### config.mk
export PLATFORM = sky130hd
export DESIGN_NAME = mcc_ctrl_fsm
export DESIGN_NICKNAME = d
export VERILOG_FILES = /design/src/rtl/mcc_pkg.sv /design/src/rtl/mcc_op_classify.sv /design/src/rtl/mcc_next_state.sv /design/src/rtl/mcc_ctrl_decode.sv /design/src/rtl/mcc_ctrl_fsm.sv
export SDC_FILE = /design/constraint.sdc
export NUM_CORES = 1
export LEC_CHECK = 0
export ABC_AREA = 1
export BUFFER_PORTS_ARGS = -buffer_cell sky130_fd_sc_hd__clkbuf_2
export CAP_MARGIN = 20
export CORE_AREA = 2 2 39 41
export CTS_BUF_LIST = sky130_fd_sc_hd__clkbuf_8 sky130_fd_sc_hd__clkbuf_16
export CTS_CLUSTER_SIZE = 16
export DETAILED_ROUTE_END_ITERATION = 12
export DIE_AREA = 0 0 41 43
export GPL_TIMING_DRIVEN = 0
export PLACE_DENSITY = 0.65
export SYNTH_ARGS = -nofsm -noshare
export SYNTH_HDL_FRONTEND = slang
export SYNTH_SLANG_ARGS = --single-unit
### constraint.sdc
create_clock -name clk -period 1.8 [get_ports clk]
set_input_delay 0.54 -clock clk [delete_from_list [all_inputs] [get_ports clk]]
set_output_delay 0.54 -clock clk [all_outputs]
set_load 0.1 [all_outputs]
### src/rtl/mcc_pkg.sv
package mcc_pkg;

    // Control states of the sequencer.
    typedef enum logic [3:0] {
        S_FETCH     = 4'd0,
        S_DECODE    = 4'd1,
        S_MEM_ADDR  = 4'd2,
        S_MEM_READ  = 4'd3,
        S_MEM_WB    = 4'd4,
        S_MEM_STORE = 4'd5,
        S_EXEC      = 4'd6,
        S_ALU_WB    = 4'd7,
        S_BR_CMP    = 4'd8,
        S_RR_ADDR   = 4'd9,
        S_RR_READ   = 4'd10,
        S_RR_WB     = 4'd11
    } state_e;

    // Instruction classes after opcode decoding.
    typedef enum logic [2:0] {
        IC_ALU   = 3'd0,
        IC_LOAD  = 3'd1,
        IC_STORE = 3'd2,
        IC_BEQ   = 3'd3,
        IC_RRLD  = 3'd4,
        IC_NONE  = 3'd5
    } iclass_e;

    // Select encodings.
    localparam logic [1:0] ASRC_B_REG   = 2'b00;
    localparam logic [1:0] ASRC_B_FOUR  = 2'b01;
    localparam logic [1:0] ASRC_B_IMM   = 2'b10;
    localparam logic [1:0] ASRC_B_SHIMM = 2'b11;

    localparam logic [1:0] AOP_ADD   = 2'b00;
    localparam logic [1:0] AOP_SUB   = 2'b01;
    localparam logic [1:0] AOP_FUNCT = 2'b10;

    localparam logic [1:0] PCS_ALU  = 2'b00;
    localparam logic [1:0] PCS_AOUT = 2'b01;

    // Full control word for one cycle.
    typedef struct packed {
        logic       pc_wr;
        logic       pc_wr_cond;
        logic [1:0] pc_src;
        logic       addr_sel;
        logic       mem_rd;
        logic       mem_wr;
        logic       ir_wr;
        logic       wb_from_mem;
        logic       dst_sel;
        logic       rf_wr;
        logic       alu_a_sel;
        logic [1:0] alu_b_sel;
        logic [1:0] alu_op;
    } ctrl_t;

    localparam ctrl_t CTRL_IDLE = '0;

endpackage

### src/rtl/mcc_op_classify.sv
module mcc_op_classify
    import mcc_pkg::*;
#(
    parameter int          OP_W      = 6,
    parameter logic [5:0]  OPC_ALU   = 6'b000000,
    parameter logic [5:0]  OPC_LOAD  = 6'b100011,
    parameter logic [5:0]  OPC_STORE = 6'b101011,
    parameter logic [5:0]  OPC_BEQ   = 6'b000100,
    parameter logic [5:0]  OPC_RRLD  = 6'b110011
) (
    input  logic [OP_W-1:0] opcode,
    output iclass_e         iclass
);

    always_comb begin
        if (opcode == OPC_ALU)        iclass = IC_ALU;
        else if (opcode == OPC_LOAD)  iclass = IC_LOAD;
        else if (opcode == OPC_STORE) iclass = IC_STORE;
        else if (opcode == OPC_BEQ)   iclass = IC_BEQ;
        else if (opcode == OPC_RRLD)  iclass = IC_RRLD;
        else                          iclass = IC_NONE;
    end

endmodule

### src/rtl/mcc_next_state.sv
module mcc_next_state
    import mcc_pkg::*;
(
    input  state_e  cur,
    input  iclass_e iclass,
    output state_e  nxt
);

    always_comb begin
        nxt = S_FETCH;
        unique case (cur)
            S_FETCH:     nxt = S_DECODE;
            S_DECODE: begin
                unique case (iclass)
                    IC_ALU:   nxt = S_EXEC;
                    IC_LOAD:  nxt = S_MEM_ADDR;
                    IC_STORE: nxt = S_MEM_ADDR;
                    IC_BEQ:   nxt = S_BR_CMP;
                    IC_RRLD:  nxt = S_RR_ADDR;
                    default:  nxt = S_FETCH;
                endcase
            end
            S_MEM_ADDR:  nxt = (iclass == IC_STORE) ? S_MEM_STORE : S_MEM_READ;
            S_MEM_READ:  nxt = S_MEM_WB;
            S_MEM_WB:    nxt = S_FETCH;
            S_MEM_STORE: nxt = S_FETCH;
            S_EXEC:      nxt = S_ALU_WB;
            S_ALU_WB:    nxt = S_FETCH;
            S_BR_CMP:    nxt = S_FETCH;
            S_RR_ADDR:   nxt = S_RR_READ;
            S_RR_READ:   nxt = S_RR_WB;
            S_RR_WB:     nxt = S_FETCH;
            default:     nxt = S_FETCH;
        endcase
    end

endmodule

### src/rtl/mcc_ctrl_decode.sv
module mcc_ctrl_decode
    import mcc_pkg::*;
(
    input  state_e cur,
    output ctrl_t  ctrl
);

    always_comb begin
        ctrl = CTRL_IDLE;
        unique case (cur)
            S_FETCH: begin
                ctrl.mem_rd    = 1'b1;
                ctrl.ir_wr     = 1'b1;
                ctrl.addr_sel  = 1'b0;
                ctrl.alu_a_sel = 1'b0;
                ctrl.alu_b_sel = ASRC_B_FOUR;
                ctrl.alu_op    = AOP_ADD;
                ctrl.pc_src    = PCS_ALU;
                ctrl.pc_wr     = 1'b1;
            end
            S_DECODE: begin
                ctrl.alu_a_sel = 1'b0;
                ctrl.alu_b_sel = ASRC_B_SHIMM;
                ctrl.alu_op    = AOP_ADD;
            end
            S_MEM_ADDR: begin
                ctrl.alu_a_sel = 1'b1;
                ctrl.alu_b_sel = ASRC_B_IMM;
                ctrl.alu_op    = AOP_ADD;
            end
            S_MEM_READ, S_RR_READ: begin
                ctrl.mem_rd   = 1'b1;
                ctrl.addr_sel = 1'b1;
            end
            S_MEM_WB: begin
                ctrl.rf_wr       = 1'b1;
                ctrl.wb_from_mem = 1'b1;
                ctrl.dst_sel     = 1'b0;
            end
            S_MEM_STORE: begin
                ctrl.mem_wr   = 1'b1;
                ctrl.addr_sel = 1'b1;
            end
            S_EXEC: begin
                ctrl.alu_a_sel = 1'b1;
                ctrl.alu_b_sel = ASRC_B_REG;
                ctrl.alu_op    = AOP_FUNCT;
            end
            S_ALU_WB: begin
                ctrl.dst_sel = 1'b1;
                ctrl.rf_wr   = 1'b1;
            end
            S_BR_CMP: begin
                ctrl.alu_a_sel  = 1'b1;
                ctrl.alu_b_sel  = ASRC_B_REG;
                ctrl.alu_op     = AOP_SUB;
                ctrl.pc_wr_cond = 1'b1;
                ctrl.pc_src     = PCS_AOUT;
            end
            S_RR_ADDR: begin
                ctrl.alu_a_sel = 1'b1;
                ctrl.alu_b_sel = ASRC_B_REG;
                ctrl.alu_op    = AOP_ADD;
            end
            S_RR_WB: begin
                ctrl.dst_sel     = 1'b1;
                ctrl.rf_wr       = 1'b1;
                ctrl.wb_from_mem = 1'b1;
            end
            default: ctrl = CTRL_IDLE;
        endcase
    end

endmodule

### src/rtl/mcc_ctrl_fsm.sv
module mcc_ctrl_fsm
    import mcc_pkg::*;
#(
    parameter int         OP_W      = 6,
    parameter logic [5:0] OPC_ALU   = 6'b000000,
    parameter logic [5:0] OPC_LOAD  = 6'b100011,
    parameter logic [5:0] OPC_STORE = 6'b101011,
    parameter logic [5:0] OPC_BEQ   = 6'b000100,
    parameter logic [5:0] OPC_RRLD  = 6'b110011
) (
    input  logic            clk,
    input  logic            rst,
    input  logic [OP_W-1:0] opcode,
    output logic            pc_wr,
    output logic            pc_wr_cond,
    output logic [1:0]      pc_src,
    output logic            addr_sel,
    output logic            mem_rd,
    output logic            mem_wr,
    output logic            ir_wr,
    output logic            wb_from_mem,
    output logic            dst_sel,
    output logic            rf_wr,
    output logic            alu_a_sel,
    output logic [1:0]      alu_b_sel,
    output logic [1:0]      alu_op
);

    state_e  state_q;
    state_e  state_d;
    iclass_e iclass;
    ctrl_t   ctrl;

    mcc_op_classify #(
        .OP_W      (OP_W),
        .OPC_ALU   (OPC_ALU),
        .OPC_LOAD  (OPC_LOAD),
        .OPC_STORE (OPC_STORE),
        .OPC_BEQ   (OPC_BEQ),
        .OPC_RRLD  (OPC_RRLD)
    ) u_classify (
        .opcode (opcode),
        .iclass (iclass)
    );

    mcc_next_state u_next (
        .cur    (state_q),
        .iclass (iclass),
        .nxt    (state_d)
    );

    // State register, synchronous reset to fetch.
    always_ff @(posedge clk) begin
        if (rst) state_q <= S_FETCH;
        else     state_q <= state_d;
    end

    mcc_ctrl_decode u_decode (
        .cur  (state_q),
        .ctrl (ctrl)
    );

    assign pc_wr       = ctrl.pc_wr;
    assign pc_wr_cond  = ctrl.pc_wr_cond;
    assign pc_src      = ctrl.pc_src;
    assign addr_sel    = ctrl.addr_sel;
    assign mem_rd      = ctrl.mem_rd;
    assign mem_wr      = ctrl.mem_wr;
    assign ir_wr       = ctrl.ir_wr;
    assign wb_from_mem = ctrl.wb_from_mem;
    assign dst_sel     = ctrl.dst_sel;
    assign rf_wr       = ctrl.rf_wr;
    assign alu_a_sel   = ctrl.alu_a_sel;
    assign alu_b_sel   = ctrl.alu_b_sel;
    assign alu_op      = ctrl.alu_op;

endmodule

# Word level (Yosys, flattened, before mapping)
# Cells that the tools add are included.
# word_totals
ram_bits	0
memories	0
romBits	0
out_inout_bits	16
latchBits	0
input_bits	8
elab_cells	45
regBits	4
# classes
bitwise	0
n_lt_le_gt_ge	0
addsub	0
reduce_logical	8
n_shift	0
eq_ne	19
n_mux	17
div	0
n_mul	0
# ops
operator	count
5-bit case mux with 6 select lines	1
4-bit case mux with 7 select lines	1
6-bit == test, second input constant	3
4-bit by 3-bit == test with 1-bit output, second input constant	4
4-bit == test, second input constant	4
4-bit case mux with 4 select lines	1
3-bit two-way mux	5
4-bit by 2-bit == test with 1-bit output, second input constant	2
1-bit two-way mux	8
3-bit by 2-bit == test with 1-bit output, second input constant	2
6-bit by 3-bit == test with 1-bit output, second input constant	1
6-bit logical NOT	1
2-bit OR reduction	3
3-bit OR reduction	2
4-bit by 1-bit == test with 1-bit output, second input constant	1
4-bit logical NOT	1
2-bit case mux with 2 select lines	1
3-bit by 1-bit == test with 1-bit output, second input constant	1
3-bit == test, second input constant	1
3-bit logical NOT	1

# Logic depth before layout (Yosys ltp)
# Gate-level depths: netlist of the first run.
# logic_depth
word_depth	10
mapped_depth	9
depth_no_buf	9

# Cells and area by module
# From an unflattened synthesis of the first run, not the netlist that was laid out.
# unflattened
hier_cells	118
hier_area_um2	558.0
# modules_own_cells
module	seq_area_each_um2	n_inst	area_each_um2	cells_per_inst
mcc_ctrl_decode	0.0	1	171.4	41
mcc_next_state	0.0	1	170.2	41
mcc_ctrl_fsm	80.1	1	110.1	12
mcc_op_classify	0.0	1	106.4	24

# Worst setup path after synthesis of the first run
# Ideal clock, no wire load.
# synth_path
kind	register -> output
startpoint	register state_q[3]
endpoint	output port pc_src[0]
path_slack_ps	-2052
path_buffers	1
t_required_ps	1260
arrival_time_ps	3312
path_stages_with_launch	6
path_cell_list	dfxtp_1 > inv_2 > nor2_2 > inv_1 > nor3_1 > buf_4
# synth_between
elab_chain_cells	2
# synth_rtl
element	line_no	text
start: declaration	mcc_ctrl_fsm.sv:29	state_e state_q;
start signal: assignment	mcc_ctrl_fsm.sv:55	else state_q <= state_d;
4-bit == test	mcc_ctrl_decode.sv:10	unique case (cur)
1-bit two-way mux	mcc_ctrl_decode.sv:10	
end: declaration	mcc_ctrl_fsm.sv:16	output logic [1:0] pc_src,
# No other way between the ends.

# Worst setup path in the final report of the first run
# layout_path
startpoint	register state_q[3]
endpoint	output port rf_wr
# layout_between
elab_chain_cells	3
elab_cells_between_ends	5
cone_classes	eq/ne (3); mux (1); reduce/logical (1)
# layout_rtl
element	line_no	text
4-bit by 3-bit == test with 1-bit output or 4-bit == test (tied branches)	mcc_ctrl_decode.sv:10	
2-bit OR reduction (no line)	-	
2-bit case mux with 2 select lines *	mcc_ctrl_decode.sv:10	
end: declaration	mcc_ctrl_fsm.sv:23	output logic rf_wr,
# Every way passes the cells marked *; elsewhere a longest branch is shown, timed or not.

==> results of run 1 <==
## metrics by stage
step            util  setup TNS [ns]
2_1_floorplan      -           -1.68
3_3_place_gp   0.553          -0.967
3_5_place_dp   0.553          -0.941
4_1_cts        0.816          -0.668
5_1_grt        0.885           -1.60
6_report       0.885           -1.17
## layer usage
metal  global-route usage  vias up  wire length (um)
met1                0.257      300               815
met2                0.344       44              1140
met3               0.0524        4               140
met4               0.0333        0                14
li1                     -      329                 -
met5                    0        -                 0
## where the power goes
part           total, mW  internal [mW]  switching, mW
clock network      0.189          0.145         0.0436
registers         0.0993         0.0881         0.0112
logic              0.238         0.0881          0.150
## placed cells by master (no fill, tap or decap), drive strengths merged
cell	netlist	layout
a22oi	1	1
conb	1	1
a31oi	1	1
clkinvlp	0	1
nor3	3	3
nand3	4	4
clkbuf	1	22
nand2	21	21
inv	17	17
nand4	3	3
dfxtp	4	4
a21oi	3	3
buf	3	15
nor2	17	17
o21ai	4	4
nand3b	1	1
## cells by family (layout without fill, tap and decap cells)
family / count (synthesis) / after routing / share of synthesized area
buffers and inverters: 21 / 55 / 0.211
and+or+nand+nor: 49 / 49 / 0.501
other: 1 / 1 / 0.00791
DFF: 4 / 4 / 0.169
AOI/OAI and AO/OA: 9 / 9 / 0.111
## layout make-up
| class | count | area (um2) | area share |
|---|---|---|---|
| Tap cell | 16 | 20.0 | 0.0163 |
| Buffer | 4 | 62.6 | 0.0511 |
| Inverter | 17 | 80.1 | 0.0654 |
| Clock buffer | 3 | 41.3 | 0.0337 |
| Sequential cell | 4 | 95.1 | 0.0776 |
| Timing Repair Buffer | 30 | 464 | 0.379 |
| Clock inverter | 1 | 3.75 | 0.00306 |
| Multi-Input combinational cell | 59 | 458 | 0.374 |
## repair_timing
item / CTS / global route
buffers inserted: 3 / 4
setup endpoints to repair: 15 / 14
gates resized for setup: 55 / 15
pin swaps: 4 / 3
gates cloned: 0 / 1
hold buffers: 0 / 0
## final timing paths
path / start / endpoint / slack [ns] / depth (start not counted)
setup reg to reg: state_q[0] / state_q[2] / 0.45 / 10
hold / removal: rst / state_q[1] / 0.51 / 2
hold reg to reg: state_q[2] / state_q[0] / 0.72 / 3
setup / recovery: state_q[3] / rf_wr / -0.18 / 7
## cells in the mapped netlist, drive strengths merged
cell type	n	area (um2)
conb	1	3.75
clkbuf	1	13.8
buf	3	22.5
nand3	4	20.0
a31oi	1	6.26
nor3	3	15.0
o21ai	4	23.8
a21oi	3	15.0
nor2	17	86.3
nand4	3	18.8
dfxtp	4	80.1
nand2	21	86.3
a22oi	1	7.51
inv	17	63.8
nand3b	1	11.3
==> impl_results.md, run 1 <==
- Status: finished, violations left
- Violated checks: setup timing
- Initial DRT Pass Iterations: 4
- First-pass GRT wire length: 2.50 mm
- GRT Overall Usage: 0.206
- Mapped Area: 474 um2
- Cts bufs inserted: 3
- Skew final: 0.00136 ns
- Area of the core: 1380 um2
- Initial core utilization: 0.343
- Vias in the first global route: 574
- Chip width: 41 um
- Crit path cell chain: inv_4, nor2_4, nand3_2, o21ai_4, inv_2, nand2_8, clkbuf_16
- Max Freq: 504 MHz
- Clock Latency Late Sink: 0.21 ns
- Boundary Pins: 24
- Synthesized netlist cell count: 84
- Worst ir drop on vdd: 0.512 mV
- Synth warn: 0
- Count of final hold-check violations: 0
- Critical Path AT: 1.44 ns
- Syn_area_per_cell: 5.65 um2
- Placer Congestion: 0.793
- Post-route cell area: 1220 um2
- Fill cells: 58
- Placed cells: 122
- Clock tree from TritonCTS: done
- Hpwl dp: 975 um
- GRT overflow: 0
- Area growth, synth to finish: 158%
- CP required: 1.26 ns
- Vias/cell: 5.05
- CP max FO: 4
- Tcrit/Tclk final: 1.10
- Die Height: 43 um
- Share of layout cells above drive strength 1: 0.686
- Delay-heaviest family, CP: flip-flops
- Pin count of the biggest net entering global routing: 10
- CP max-delay cell: dfxtp_4
- Register bit total from synthesis: 4
- Top Registers: state_q x4
- Buf+Inv Stages, Crit Path: 3
- Worst hold-check path type: primary input to flip-flop
- Post-Layout Cell Count: 134
- CTS Sinks: 4
- Port-buffer cells: 22
- Final wirelength: 2.11 mm
- Syn_nets: 92
- CP Class: flip-flop to output port
- Final Critical Period: 1.98 ns
- Power per cell area: 430 nW/um2
- Initial antenna violation count: 0
- Starting DRT DRC Count: 21
- # setup viols final: 11
- Deepest clock path buffer count: 2
- Reg clk slew, reported paths: 0.03 ns
- Delay of the slowest critical-path stage: 0.40 ns
- H-tree depth: 1
- ANT cells: 0
- RSZ-0062 raised after global routing: true
- Row count: 14
- Synth cell types: 20
- Worst path setup slack after routing: -0.183 ns
- Avg WL per Cell: 15.7 um
- Max-slew violations: 0
- Vias: 677
- Startpoint types: flip-flop
- Largest register by flop count: state_q
- Max FFs per register: 4
- Pre-CTS setup slack: -0.170 ns
- Clock root buffer: clkbuf_8
- Die Area: 1760 um2
- Seq/Total Area, Yosys: 0.169
- Lkg Pwr: 0.570 nW
- Total power: 526 uW
- DRC Markers: 0
- Hold Slack: 0.514 ns
- Nets: 127
- DRT antenna net count: 0
- Max Cap Viol: 0
- Cell area after placement: 766 um2
- Critical Path End Type: output port
Note: power is estimated with default switching activity, not from simulation.
==> run 2: changes to the inputs <==
--- a/config.mk
+++ b/config.mk
@@ -14,7 +14,7 @@
 export DETAILED_ROUTE_END_ITERATION = 12
 export DIE_AREA = 0 0 41 43
 export GPL_TIMING_DRIVEN = 0
-export PLACE_DENSITY = 0.65
+export PLACE_DENSITY = 0.68
 export SYNTH_ARGS = -nofsm -noshare
 export SYNTH_HDL_FRONTEND = slang
 export SYNTH_SLANG_ARGS = --single-unit
==> constraint.sdc (replaced) <==
create_clock -name clk -period 1.6 [get_ports clk]
set_input_delay 0.48 -clock clk [delete_from_list [all_inputs] [get_ports clk]]
set_output_delay 0.48 -clock clk [all_outputs]
set_load 0.1 [all_outputs]
==> run 2 against run 1 <==
The run now fails in global routing. Synthesized cell count stayed put. Synthesized area stayed put.
==> impl_results.md, run 2 <==
- Status: stopped before the end
- Failing step: global routing
- Stop err: [ERROR DPL-0038] Utilization greater than 100%, impossible to legalize
- Syn_nets: 92 (unchanged)
- CTS Hold Bufs: 0 (unchanged)
- CTS Sinks: 4 (unchanged)
- Async SR Flop Fraction: 0 (unchanged)
- Boundary Pins: 24 (unchanged)
- Cts bufs inserted: 3 (unchanged)
- Worst EP Category: primary output
- Seq/Total Area, Yosys: 0.169 (unchanged)
- Die Height: 43 um (unchanged)
- Row count: 14 (unchanged)
- Ys flop type: dfxtp_1
- Synth cell types: 20 (unchanged)
- Synth warn: 0 (unchanged)
- Count leader, synth: nand2_1
- Port-buffer cells: 22 (unchanged)
- Post-GRT worst EP: pc_wr_cond
- Synth top area cells: dfxtp_1 17%, nand2_1 14%, inv_1 9.5%, nor2_1 9.5%, buf_4 4.7%
- Yosys top cell by area: dfxtp_1
- Synthesized netlist cell count: 84 (unchanged)
- Chip width: 41 um (unchanged)
- Initial core utilization: 0.343 (unchanged)
- Register bit total from synthesis: 4 (unchanged)
- Most frequent cells after synthesis: 18 x nand2_1, 12 x inv_1, 12 x nor2_1
- Hpwl dp: 1.03 mm (+5.5%)
- H-tree depth: 1 (unchanged)
- Clock root buffer: clkbuf_8
- Deepest clock path buffer count: 2 (unchanged)
- Pin count of the biggest net entering global routing: 10
- Synth top area share: 0.169 (unchanged)
- Syn_area_per_cell: 5.65 um2 (unchanged)
- Mapped Area: 474 um2 (unchanged)
- Number of synthesized flops with an enable pin: 0 (unchanged)
- Placer Congestion: 0.787 (-0.77%)
- Cell area after placement: 797 um2 (+4.1%)
run 2: cell counts after synthesis:
No cell type changed its count.
run 2: metrics by stage:
step,setup WS [ns],std cells,setup TNS (ns)
after detailed placement,-0.340,122,-2.88
after CTS,-0.274,129,-2.51
after floorplan,-0.604,84,-2.95
after global placement,-0.317,122,-2.70
run 2: timing repair:
item                                   in CTS
buffers inserted                            3
pin swaps                                   6
endpoints found under the hold margin       0
setup endpoints to repair                  15
gates resized for setup                    56
run 2: logic make-up after synthesis:
| group | after synthesis | share of synthesized area |
|---|---|---|
| AO/OA/AOI/OAI | 9 | 0.111 |
| buffers and inverters | 21 | 0.211 |
| flip-flops | 4 | 0.169 |
| other | 1 | 0.00791 |
| AND/OR/NAND/NOR | 49 | 0.501 |
==> run 3: changes to the inputs <==
--- a/config.mk
+++ b/config.mk
@@ -8,13 +8,11 @@
 export ABC_AREA = 1
 export BUFFER_PORTS_ARGS = -buffer_cell sky130_fd_sc_hd__clkbuf_2
 export CAP_MARGIN = 20
-export CORE_AREA = 2 2 39 41
-export CTS_BUF_LIST = sky130_fd_sc_hd__clkbuf_8 sky130_fd_sc_hd__clkbuf_16
-export CTS_CLUSTER_SIZE = 16
+export CORE_AREA = 2 2 63 65
 export DETAILED_ROUTE_END_ITERATION = 12
-export DIE_AREA = 0 0 41 43
+export DIE_AREA = 0 0 65 67
 export GPL_TIMING_DRIVEN = 0
-export PLACE_DENSITY = 0.68
+export PLACE_DENSITY_LB_ADDON = 0.15
 export SYNTH_ARGS = -nofsm -noshare
 export SYNTH_HDL_FRONTEND = slang
 export SYNTH_SLANG_ARGS = --single-unit
==> constraint.sdc (replaced) <==
create_clock -name clk -period 2.1 [get_ports clk]
set_input_delay 0.63 -clock clk [delete_from_list [all_inputs] [get_ports clk]]
set_output_delay 0.63 -clock clk [all_outputs]
set_load 0.1 [all_outputs]
==> run 3 against run 2 <==
The run now ends clean.
==> impl_results.md, run 3 (synthesis gave the netlist of run 1 again) <==
- Status: completed
- Met1 Usage GRT: 0.0794
- Initial core utilization: 0.132 (-0.211)
- Critical Path AT: 1.38 ns
- Vias: 592
- Initial antenna violation count: 0
- Max FFs per register: 4
- Port-buffer cells: 22 (unchanged)
- Nets: 120
- Hpwl dp: 1.16 mm (+13%)
- Largest register by flop count: state_q
- Startpoint types: flip-flop
- GRT overflow: 0
- Cts bufs inserted: 3 (unchanged)
- Most common cell after layout, fill and taps aside: nand2_1
- Area growth, synth to finish: 96.0%
- Power per cell area: 448 nW/um2
- Top Registers: state_q x4
- DRT antenna net count: 0
- Critical Path End Type: output port
- # setup viols final: 0
- Met2 Use GR: 0.121
- H-tree depth: 1 (unchanged)
- Initial DRT Pass Iterations: 4
- Max Cap Viol: 0
- Deepest clock path buffer count: 2 (unchanged)
- Max Freq: 496 MHz
- CP required: 1.47 ns
- Most frequent cells in the layout: 16 x nand2_1, 8 x inv_2, 8 x inv_1, 8 x nor2_1, 7 x clkbuf_2
- Chip width: 65 um (+59%)
- CTS Hold Bufs: 0 (unchanged)
- Placed cells: 154 (+26%)
- Die Height: 67 um (+56%)
- R2R depth: 8
- Vias in the first global route: 529
- Final wirelength: 1.37 mm
- Skew final: 0.00384 ns
- Row count: 22 (+8)
- Final Critical Period: 2.01 ns
- Starting DRT DRC Count: 17
- Post-route cell area: 930 um2
- DRC Markers: 0
- Boundary Pins: 24 (unchanged)
- CP Class: flip-flop to output port
- Max-slew violations: 0
- Clock root buffer: clkbuf_8
- Grt peak-use layer: met2
- Count of final hold-check violations: 0
- RSZ-0062 raised after global routing: false
- Clock Latency Late Sink: 0.22 ns
- Hold depth: 2
- Tcrit/Tclk final: 0.959
- Worst ir drop on vdd: 0.268 mV
- Share of layout cells above drive strength 1: 0.568
- Reg clk slew, reported paths: 0.03 ns
- GR Util met3: 0.0203
- Area of the core: 3610 um2
- First-pass GRT wire length: 2.32 mm
- Vias/cell: 3.72
- Clock tree from TritonCTS: done
- Placer Congestion: 0.730 (-7.2%)
- ANT cells: 0
- CTS Sinks: 4 (unchanged)
- Cell area after placement: 769 um2 (-3.5%)
- Die Area: 4360 um2
- Post-Layout Cell Count: 159
- Avg WL per Cell: 8.64 um
- Lkg Pwr: 0.439 nW
- Worst hold-check path type: primary input to flip-flop
- GRT Overall Usage: 0.0690
- Pin count of the biggest net entering global routing: 10
- CP max FO: 3
[run 3: per-stage QoR]
stage | total power [mW] | hold slack, ns | TNS (ns) | utilization | setup WS, ns
global placement | 0.233 | 0.711 | 0 | 0.213 | 0.0198
CTS | 0.417 | 0.611 | 0 | 0.245 | 0.00510
floorplan | 0.208 | 0.641 | -0.452 | - | -0.254
detailed placement | 0.233 | 0.699 | 0 | 0.213 | 0.0222
global route | 0.441 | 0.626 | 0 | 0.258 | 0.00281
finish | 0.416 | 0.609 | 0 | 0.258 | 0.0852
[run 3: worst paths after layout]
| path | slack [ns] | to | startpoint |
|---|---|---|---|
| setup / recovery | 0.09 | dst_sel | state_q[2] |
| hold / removal | 0.61 | state_q[0] | rst |
| setup reg to reg | 0.84 | state_q[1] | state_q[1] |
| hold reg to reg | 0.71 | state_q[0] | state_q[2] |
[run 3: area by class of cell]
type / instances / area, um2
Timing Repair Buffer: 23 / 213
Clock buffer: 4 / 45.0
Multi-Input combinational cell: 59 / 405
Buffer: 4 / 52.6
Inverter: 17 / 67.6
Fill cell: 417 / 2680
Sequential cell: 4 / 86.3
Tap cell: 48 / 60.1
[run 3: per-layer routing]
metal,up-vias,wire length [um],part of all wire
met1,262,572,0.42
met4,0,0,0
li1,313,-,-
met3,0,87,0.063
met5,-,0,0
met2,17,714,0.52
[run 3: power breakdown]
group / leakage [nW] / total [mW] / internal (mW) / switching (mW)
Clock: 0.0228 / 0.170 / 0.130 / 0.0399
Sequential: 0.0341 / 0.0851 / 0.0781 / 0.00697
Combinational: 0.382 / 0.162 / 0.0452 / 0.117
[run 3: timing repair]
| action | 4_1_cts | 5_1_grt |
|---|---|---|
| endpoints found under the setup margin | 13 | 10 |
| setup buffers | 0 | 1 |
| pin swaps | 0 | 1 |
| gates cloned | 0 | 0 |
| resized for setup | 18 | 17 |
[run 3: worst max-delay path, cell delays in order, from the launching register on]
cell	delay [ns]
dfxtp_2	0.37
inv_1	0.09
nor2_4	0.13
inv_2	0.08
o21ai_4	0.15
clkbuf_4	0.35
==> run 4: changes to the inputs <==
==> constraint.sdc (replaced) <==
create_clock -name clk -period 2.1 [get_ports clk]
set_input_delay 0.315 -clock clk [delete_from_list [all_inputs] [get_ports clk]]
set_output_delay 0.315 -clock clk [all_outputs]
set_load 0.1 [all_outputs]
==> run 4 against run 3 <==
Critical path depth stayed put. Combinational power is 14% lower. Clock power down 9%. Critical path type unchanged.
==> impl_results.md, run 4 (synthesis gave the netlist of run 1 again) <==
- Tcrit/Tclk final: 0.948 (-0.0113)
- Clock root buffer: clkbuf_8
- Most frequent cells in the layout: 19 x clkbuf_2, 16 x nand2_1, 12 x inv_1
- Max-slew violations: 0 (unchanged)
- RSZ-0062 raised after global routing: false
- Hpwl dp: 1.17 mm (+1.0%)
- First-pass GRT wire length: 2.28 mm (-1.5%)
- Die Area: 4360 um2 (unchanged)
- Most common cell after layout, fill and taps aside: clkbuf_2
- Reg clk slew, reported paths: 0.03 ns (about the same)
- H-tree depth: 1 (unchanged)
- Delay-heaviest family, CP: simple AND/OR/NAND/NOR gates
- CTS Sinks: 4 (unchanged)
- Pin count of the biggest net entering global routing: 10 (unchanged)
- CP max-delay cell: dfxtp_1
- Vias: 589 (-0.51%)
- CTS Hold Bufs: 0 (unchanged)
- Area growth, synth to finish: 57.5%
- Share of layout cells above drive strength 1: 0.486 (-0.0813)
- Row count: 22 (unchanged)
- Area of the core: 3610 um2 (unchanged)
- Largest register by flop count: state_q
- Initial DRT Pass Iterations: 2 (-2)
- Worst ir drop on vdd: 0.125 mV (-53%)
- Placer Congestion: 0.765 (+4.8%)
- Worst hold-check path type: primary input to flip-flop
- Final Critical Period: 1.99 ns (-0.0236 ns)
- Vias/cell: 3.75 (+0.76%)
- Cell area after placement: 701 um2 (-8.9%)
- Clock Latency Late Sink: 0.21 ns (about the same)
- Worst-Margin Slew: 0.543 ns
- Delay of the slowest critical-path stage: 0.51 ns (+0.14 ns)
- Starting DRT DRC Count: 26 (+9)
- Postcts setup bufs: 0 (unchanged)
- Count of final hold-check violations: 0 (unchanged)
- Boundary Pins: 24 (unchanged)
- Post-route cell area: 747 um2 (-20%)
- Cts bufs inserted: 3 (unchanged)
- Placed cells: 154 (unchanged)
- Power per cell area: 506 nW/um2 (+13%)
- Skew final: 0.00268 ns (-0.00116 ns)
- GRT Overall Usage: 0.0690 (about the same)
- Status: completed
- Max Freq: 502 MHz (+1.2%)
- CP required: 1.78 ns (+0.31 ns)
- CP Class: flip-flop to output port
- Nets: 119 (-0.83%)
- Fill cells: 432 (+3.6%)
- Port-buffer cells: 22 (unchanged)
- CP max FO: 7 (+4)
- Max Cap Viol: 0 (unchanged)
- Post-Layout Cell Count: 157 (-1.3%)
- DRC Markers: 0 (unchanged)
- Die Height: 67 um (unchanged)
- Critical Path End Type: output port
- Resize count post-CTS: 0 (-18)
- ANT cells: 0 (unchanged)
- DRT antenna net count: 0 (unchanged)
- Initial core utilization: 0.132 (unchanged)
- CP most frequent cell: nor2_1
- Max FFs per register: 4 (unchanged)
- Critical Path AT: 1.68 ns (+0.30 ns)
- Deepest clock path buffer count: 2 (unchanged)
- Initial antenna violation count: 0 (unchanged)
- Chip width: 65 um (unchanged)
- Total power: 378 uW (-9.2%)
- Crit path cell chain: nand2_1, nor2_1, nor2_1, nand2_2, buf_2
- Top Registers: state_q x4
- Lkg Pwr: 0.405 nW (-7.8%)
- GRT overflow: 0 (unchanged)
- Startpoint types: flip-flop
- Vias in the first global route: 544 (+2.8%)
- Buf+Inv Stages, Crit Path: 1 (-2)
- # setup viols final: 0 (unchanged)
- Clock tree from TritonCTS: done
- Worst relative slew slack: 0.639
- Avg WL per Cell: 8.50 um (-1.7%)
- Final wirelength: 1.33 mm (-2.9%)
run 4: cell types whose count changed in the layout (fill, tap and decap cells not counted), moves of 3 or more:
cell | previous run | this run
buf_6 | 3 | 0
dfxtp_1 | 1 | 4
buf_12 | 4 | 0
clkbuf_2 | 7 | 19
clkbuf_4 | 6 | 2
inv_1 | 8 | 12
inv_2 | 8 | 5
run 4: final timing paths:
| check | from | end | slack [ns] | cells after the start |
|---|---|---|---|---|
| worst max-delay path | state_q[0] | addr_sel | 0.11 | 5 |
| worst min register to register | state_q[2] | state_q[0] | 0.69 | 3 |
| worst min-delay path | rst | state_q[0] | 0.31 | 2 |
| worst max register to register | state_q[0] | state_q[1] | 0.84 | 6 |
run 4: layout make-up:
| class | instances | area (um2) | share of cell area |
|---|---|---|---|
| multi-input combinational | 59 | 350 | 0.469 |
| timing repair buffer | 22 | 115 | 0.154 |
| clock buffer | 3 | 41.3 | 0.0553 |
| tap | 48 | 60.1 | 0.0804 |
| inverter | 17 | 63.8 | 0.0854 |
| buffer | 4 | 36.3 | 0.0486 |
| sequential | 4 | 80.1 | 0.107 |
run 4: per-stage QoR:
stage | utilization | setup TNS, ns | setup WS (ns) | hold slack [ns]
final | 0.207 | 0 | 0.109 | 0.311
after global routing | 0.207 | 0 | 0.00225 | 0.337
after floorplan | - | -0.235 | -0.130 | 0.384
after global placement | 0.194 | 0 | 0.249 | 0.539
after detailed placement | 0.194 | 0 | 0.253 | 0.539
after CTS | 0.206 | 0 | 0.0200 | 0.314
run 4: per-layer routing:
layer  up-vias  GRT usage  routed length, um
met5         -          0                  0
met4         0     0.0319                  8
met3         2     0.0152                 84
met2        24      0.106                559
met1       254     0.0914                682
li1        309          -                  -
run 4: power by group:
group          leakage, nW  switching (mW)  internal (mW)
Sequential          0.0326         0.00539         0.0789
Clock               0.0216          0.0336          0.122
Combinational        0.351           0.111         0.0275
Total                0.405           0.150          0.228
